==> config.mk <==
export PLATFORM = sky130hd
export DESIGN_NAME = dp_alu
export DESIGN_NICKNAME = d
export VERILOG_FILES = /design/src/rtl/dp_alu_pkg.sv /design/src/rtl/dp_alu_logic.sv /design/src/rtl/dp_alu_adder.sv /design/src/rtl/dp_alu.sv
export SDC_FILE = /design/constraint.sdc
export NUM_CORES = 1
export LEC_CHECK = 0
export BUFFER_PORTS_ARGS = -buffer_cell sky130_fd_sc_hd__buf_2
export CORE_AREA = 3 3 116 118
export CTS_CLUSTER_DIAMETER = 80
export CTS_CLUSTER_SIZE = 24
export DETAILED_ROUTE_END_ITERATION = 8
export DIE_AREA = 0 0 119 121
export HOLD_SLACK_MARGIN = 0.02
export PLACE_DENSITY = 0.76
export SLEW_MARGIN = 0
export SYNTH_ARGS = -nofsm -noshare
export SYNTH_HDL_FRONTEND = slang
export SYNTH_SLANG_ARGS = --single-unit
==> constraint.sdc <==
create_clock -name clk_i -period 0.86 [get_ports clk_i]
set_input_delay 0.172 -clock clk_i [delete_from_list [all_inputs] [get_ports clk_i]]
set_output_delay 0.172 -clock clk_i [all_outputs]
set_load 0.005 [all_outputs]
==> src/rtl/dp_alu_pkg.sv <==
package dp_alu_pkg;
  typedef enum logic [3:0] {
    OP_AND = 4'd0,  OP_EOR = 4'd1,  OP_SUB = 4'd2,  OP_RSB = 4'd3,
    OP_ADD = 4'd4,  OP_ADC = 4'd5,  OP_SBC = 4'd6,  OP_RSC = 4'd7,
    OP_TST = 4'd8,  OP_TEQ = 4'd9,  OP_CMP = 4'd10, OP_CMN = 4'd11,
    OP_ORR = 4'd12, OP_MOV = 4'd13, OP_BIC = 4'd14, OP_MVN = 4'd15
  } alu_op_e;

  typedef struct packed {
    logic n;
    logic z;
    logic c;
    logic v;
  } alu_flags_t;

  function automatic logic op_is_cmp(input logic [3:0] op);
    return op[3:2] == 2'b10;
  endfunction

  function automatic logic op_is_arith(input logic [3:0] op);
    return (op >= 4'd2 && op <= 4'd7) || op == 4'd10 || op == 4'd11;
  endfunction
endpackage

==> src/rtl/dp_alu_logic.sv <==
module dp_alu_logic
  import dp_alu_pkg::*;
#(
  parameter int W = 32
) (
  input  logic [3:0]   op_i,
  input  logic [W-1:0] a_i,
  input  logic [W-1:0] b_i,
  output logic [W-1:0] y_o
);
  always_comb begin
    unique case (alu_op_e'(op_i))
      OP_AND, OP_TST: y_o = a_i & b_i;
      OP_EOR, OP_TEQ: y_o = a_i ^ b_i;
      OP_ORR:         y_o = a_i | b_i;
      OP_MOV:         y_o = b_i;
      OP_BIC:         y_o = a_i & ~b_i;
      OP_MVN:         y_o = ~b_i;
      default:        y_o = '0;
    endcase
  end
endmodule

==> src/rtl/dp_alu_adder.sv <==
module dp_alu_adder
  import dp_alu_pkg::*;
#(
  parameter int W = 32
) (
  input  logic [3:0]   op_i,
  input  logic [W-1:0] a_i,
  input  logic [W-1:0] b_i,
  input  logic         carry_i,
  output logic [W-1:0] sum_o,
  output logic         cout_o,
  output logic         ovf_o
);
  logic [W-1:0] x, y;
  logic         cin;
  logic [W:0]   full;

  // subtraction as x + ~y + 1; carry out then means "no borrow"
  always_comb begin
    unique case (alu_op_e'(op_i))
      OP_SUB, OP_CMP: begin x = a_i; y = ~b_i; cin = 1'b1;    end
      OP_RSB:         begin x = b_i; y = ~a_i; cin = 1'b1;    end
      OP_ADC:         begin x = a_i; y = b_i;  cin = carry_i; end
      OP_SBC:         begin x = a_i; y = ~b_i; cin = carry_i; end
      OP_RSC:         begin x = b_i; y = ~a_i; cin = carry_i; end
      default:        begin x = a_i; y = b_i;  cin = 1'b0;    end
    endcase
  end

  assign full   = {1'b0, x} + {1'b0, y} + {{W{1'b0}}, cin};
  assign sum_o  = full[W-1:0];
  assign cout_o = full[W];
  assign ovf_o  = (x[W-1] == y[W-1]) && (full[W-1] != x[W-1]);
endmodule

==> src/rtl/dp_alu.sv <==
module dp_alu
  import dp_alu_pkg::*;
#(
  parameter int W = 32
) (
  input  logic         clk_i,
  input  logic         rst_ni,
  input  logic         valid_i,
  input  logic [3:0]   op_i,
  input  logic [W-1:0] a_i,
  input  logic [W-1:0] b_i,
  input  logic         carry_i,
  input  logic         shift_carry_i,
  input  logic         set_flags_i,
  output logic [W-1:0] res_o,
  output logic         res_vld_o,
  output logic [3:0]   flags_o
);
  logic [W-1:0] log_y, add_y, nxt_res;
  logic         add_c, add_v, arith, cmp;
  alu_flags_t   flags_q, nxt_flags;
  logic [W-1:0] res_q;
  logic         vld_q;

  dp_alu_logic #(.W(W)) u_logic (
    .op_i(op_i), .a_i(a_i), .b_i(b_i), .y_o(log_y)
  );

  dp_alu_adder #(.W(W)) u_adder (
    .op_i(op_i), .a_i(a_i), .b_i(b_i), .carry_i(carry_i),
    .sum_o(add_y), .cout_o(add_c), .ovf_o(add_v)
  );

  assign arith   = op_is_arith(op_i);
  assign cmp     = op_is_cmp(op_i);
  assign nxt_res = arith ? add_y : log_y;

  always_comb begin
    nxt_flags.n = nxt_res[W-1];
    nxt_flags.z = (nxt_res == '0);
    nxt_flags.c = arith ? add_c : shift_carry_i;
    nxt_flags.v = arith ? add_v : flags_q.v;
  end

  always_ff @(posedge clk_i or negedge rst_ni) begin
    if (!rst_ni) begin
      res_q   <= '0;
      vld_q   <= 1'b0;
      flags_q <= '0;
    end else begin
      vld_q <= valid_i && !cmp;
      if (valid_i && !cmp)                 res_q   <= nxt_res;
      if (valid_i && (set_flags_i || cmp)) flags_q <= nxt_flags;
    end
  end

  assign res_o     = res_q;
  assign res_vld_o = vld_q;
  assign flags_o   = flags_q;
endmodule

==> results.cfg, run 1 <==
[synth]
synth_edf_count = 0
yosys.area.top_type = dfrtp_1
synthArstFlopShare_pct = 100
synth_area_leaders = dfrtp_1 (14%), o21ai_0 (13%), ha_1 (12%)
ys_types = 71
synthCells = 980
syn_area_um2 = 6560
syn-num-nets = 1119
yosysWarnings = 0
ys.flop_type = dfrtp_1
syn-mean-instance-area_um2 = 6.69
synth_seq_cells = 37
seq_area_frac_synth_pct = 14.1
yosys.area.top_type_share_pct = 14.1

[place]
dpl_cell_area_um2 = 9760
gp_congestion = 1.01
hpwl_mm = 21.6
place_ws_ps = -3050
dp.cells = 1534
port_buffers = 110

[clock_tree]
clock-sinks = 37
cts_max_level = 2
cts_buffer_depth = 2
cts_root_buffer = clkbuf_16
cts_buffers = 5

[grt]
grt_overflow = 210
grt_start_max_net_pins = 38
grt_usage_pct = 77.6

[status]
error = [ERROR GRT-0232] Routing congestion too high. Check the congestion heatmap in the GUI.
stop_stage = global routing (5_1_grt)
status = did not finish

[floorplanning]
die_width_um = 119
boundaryPins = 111
fp.dieH_um = 121
initial_core_util_pct = 52.2
rows = 41

[timing]
endpoint_type = register input
grt_worst_setup_endpoint = flags_o[2]$_DFFE_PN0P_/D
-- through the flow --
step,setup TNS [ps],util (%)
after CTS,-73360,86.3
after floorplan,-78490,-
after detailed placement,-90160,77.7
after global placement,-85940,77.7
-- metal layers --
| metal | overflow | global-route usage [%] |
|---|---|---|
| met5 | 0 | 23.5 |
| met4 | 81 | 82.2 |
| met3 | 0 | 59.4 |
| met2 | 128 | 95.4 |
| met1 | 1 | 76.9 |
-- cells by family after synthesis --
group | synth area share, %
AOI/OAI and AO/OA | 36.8
and+or+nand+nor | 20.9
buffers and inverters | 8.30
adders and majority gates | 12.6
DFF | 14.1
xor gates and xnor gates | 4.81
muxes | 2.35
-- repair_timing --
item	in CTS
cloned	2
endpoints found under the setup margin	74
hold buffers	1
endpoints found under the hold margin	37
buffers inserted	48
pin swaps	66
resized for setup	143
-- synthesized netlist by cell type (all sizes together), types with 12 or more instances --
cell type / number
ha: 63
nor3: 17
o21ai: 170
nand2: 148
nor2: 59
dfrtp: 37
xnor2: 26
a31oi: 14
clkbuf: 51
nand4: 18
o22ai: 23
a21o: 14
a21oi: 62
inv: 72
nor2b: 12
nand3: 17
buf: 16
==> run 2: changes to the inputs <==
--- a/config.mk
+++ b/config.mk
@@ -6,13 +6,10 @@
 export NUM_CORES = 1
 export LEC_CHECK = 0
 export BUFFER_PORTS_ARGS = -buffer_cell sky130_fd_sc_hd__buf_2
-export CORE_AREA = 3 3 116 118
-export CTS_CLUSTER_DIAMETER = 80
-export CTS_CLUSTER_SIZE = 24
+export CORE_AREA = 3 3 136 138
 export DETAILED_ROUTE_END_ITERATION = 8
-export DIE_AREA = 0 0 119 121
-export HOLD_SLACK_MARGIN = 0.02
-export PLACE_DENSITY = 0.76
+export DIE_AREA = 0 0 139 141
+export PLACE_DENSITY_LB_ADDON = 0.15
 export SLEW_MARGIN = 0
 export SYNTH_ARGS = -nofsm -noshare
 export SYNTH_HDL_FRONTEND = slang
==> run 2 against run 1 <==
Compared with the run above: the flow now finishes, with violations (negative setup slack); synthesized cell count did not move; synthesized area is the same.
==> results.cfg, run 2 <==
[power]
p_comb_share_pct = 71.4
seqPwrFrac_pct = 15.0
power.internal_mw = 9.61
power.share.clock_pct = 13.6
switchingPower_mw = 6.38
p_per_area_nw_per_um2 = 1370
p_leak_nw = 5.73
vdd.ir_drop.worst_mv = 1.10
swShare_pct = 39.9

[worst_setup_path]
crit_arrival_ps = 3710
crit_path_max_fanout = 4
start_kind = primary input
required_ps = 1070
r2r_cells = 2
critical_path.endpoint = flags_o[2]$_DFFE_PN0P_
worst_setup_path_end_kind = register
critPathKind = in -> reg
r2r_slack_ps = -20
reg2reg_from = res_o[14]$_DFFE_PN0P_
startpoint = op_i[0]
reg2reg_to = res_o[14]$_DFFE_PN0P_

[synth]
syn-num-nets = 1119
yosysWarnings = 0
synthAdderAreaFrac_pct = 12.6
synth_edf_count = 0
seq_area_frac_synth_pct = 14.1
synth_compound_area_share_pct = 36.8
syn_area_um2 = 6560
synth_top_family_by_area = compound AO/OA/AOI/OAI gates
synth_area_leaders = dfrtp_1 (14%), o21ai_0 (13%), ha_1 (12%)
synth_seq_cells = 37
ys.flop_type = dfrtp_1
synthArstFlopShare_pct = 100
synth_xor_area_share_pct = 4.81
ys_types = 71
synthCells = 980
synth_common_cells = o21ai_0 (169), nand2_1 (148), inv_1 (72)
yosys.area.top_type_share_pct = 14.1
yosysMostFrequentCell = o21ai_0
synth-simple-area-share_pct = 20.9
syn-mean-instance-area_um2 = 6.69
synth_mux_area_share_pct = 2.35
yosys.area.top_type = dfrtp_1

[floorplanning]
fp.dieH_um = 141
rows = 48
boundaryPins = 111
core_area_um2 = 17300
dieArea_um2 = 19600
die_width_um = 139
initial_core_util_pct = 37.9

[cells_and_area]
areaGrowthSynthToFinish_pct = 78.5
final_cell_mix = buf_4 (375), nand2_1 (133), buf_2 (106), o21ai_0 (98), inv_1 (70)
antenna_cells = 0
mostFrequentLayoutCell = buf_4
final_nets = 1592
largest_reg_flops = 32
finalInstanceArea_um2 = 11700
drive_above_1_share_pct = 48.5
fillers = 1443

[status]
violations = negative setup slack
status = finished, violations left

[clock_tree]
clk_pin_slew_worst_paths_ps = 60
worstSkewPairLatency_ps = 280
clock-sinks = 37
cts_buffers = 5
cts_max_level = 2
cts_buffer_depth = 2
cts_root_buffer = clkbuf_16
cts_tree = done

[place]
dpl_cell_area_um2 = 9820
place_ws_ps = -3110
gp_congestion = 0.941
hpwl_mm = 21.9
port_buffers = 110

[timing]
setup_ws_ps = -2640
fin_crit_sh_pct = 407
rsz0062_at_grt = true
finalCriticalPeriod_ps = 3500
setup_viol = 74
drv_slew = 0
max_slew_margin_pct = 51.1
skew_ps = 0
setup-tns-final_ps = -76210
max_slew.worst_pin.slew_ps = 724
hold_viol_final = 0
fmax_ghz = 0.286
whs_ps = 287

[routing]
drc_errors = 0
drtIter0Drc = 645
vias_per_cell = 5.58
drtPass1Iterations = 8
vias = 9374
postRouteAntennaNets = 0
wl_per_cell_um = 17.8
wl_mm = 29.9

[grt]
grt_usage_pct = 27.6
grt_overflow = 0
grt_start_max_net_pins = 38
antenna_found_initial = 0
grt_pass1_vias = 8747
grt_first_pass_wirelength_mm = 44.2

[hold_path]
hold_depth = 4
hp-class = in -> reg

[job]
maxCapViolations = 0
-- run 2: stage by stage --
step / utilization, % / total power, mW / cells
3_5_place_dp: 56.7 / 10.9 / 1582
2_1_floorplan: - / 6.53 / 980
5_1_grt: 67.6 / 17.0 / 1679
4_1_cts: 62.4 / 14.4 / 1625
6_report: 67.6 / 16.0 / 1679
3_3_place_gp: 56.7 / 10.8 / 1582
-- run 2: worst min path at each step --
| stage | start | end |
|---|---|---|
| 3_3_place_gp | rst_ni | res_vld_o$_DFF_PN0_ |
| 2_1_floorplan | rst_ni | flags_o[0]$_DFFE_PN0P_ |
| 6_report | shift_carry_i | flags_o[1]$_DFFE_PN0P_ |
| 3_5_place_dp | rst_ni | res_o[24]$_DFFE_PN0P_ |
| 5_1_grt | shift_carry_i | flags_o[1]$_DFFE_PN0P_ |
| 4_1_cts | shift_carry_i | flags_o[1]$_DFFE_PN0P_ |
-- run 2: repair_timing --
action | CTS | global route
buffers inserted | 36 | 56
gates cloned | 0 | 1
hold buffers | 1 | 0
setup endpoints to repair | 74 | 74
endpoints found under the hold margin | 37 | 0
gates resized for setup | 139 | 155
pin swaps | 58 | 78
-- run 2: critical path, cell delays in order --
cell	delay (ps)
buf_8	90
inv_8	30
buf_6	110
nand3_4	140
o22ai_4	100
a31oi_4	180
fa_2	260
inv_2	50
fa_2	370
a21o_1	220
a221o_2	440
buf_4	180
xnor2_2	160
nor2_1	80
a211o_1	310
nor4_2	300
buf_4	160
and4_1	180
nand4_1	80
nand2_1	90
-- run 2: layer usage --
metal	track usage [%]	wire length, um
met2	50.9	15100
met1	33.2	11800
met4	9.99	1320
met5	0	0
met3	2.95	1680
-- run 2: power groups by stage --
stage	Combinational [mW]	Sequential, mW	Clock (mW)
2_1_floorplan	4.07	2.46	0
3_3_place_gp	8.41	2.42	0
3_5_place_dp	8.49	2.43	0
4_1_cts	9.78	2.39	2.21
5_1_grt	12.2	2.44	2.30
6_report	11.4	2.39	2.17
-- run 2: cell families (layout without fill, tap and decap cells) --
kind of cell             after synthesis  count (layout)
flip-flops                            37              37
XOR/XNOR                              36              36
multiplexers                          14              14
AO/OA/AOI/OAI                        383             383
adder cells (fa/ha/maj)               65              65
buffers and inverters                140             614
AND/OR/NAND/NOR                      305             305
-- run 2: area by class of cell --
cell class                 count  area [um2]  area share (%)
clock inverter                 2        37.5           0.321
clock buffer                   6         139            1.19
timing repair buffer         533        4030            34.4
sequential                    37         926            7.91
tap                          225         282            2.41
inverter                      73         282            2.41
multi-input combinational    803        6010            51.3
(Power assumes the default switching activity.)
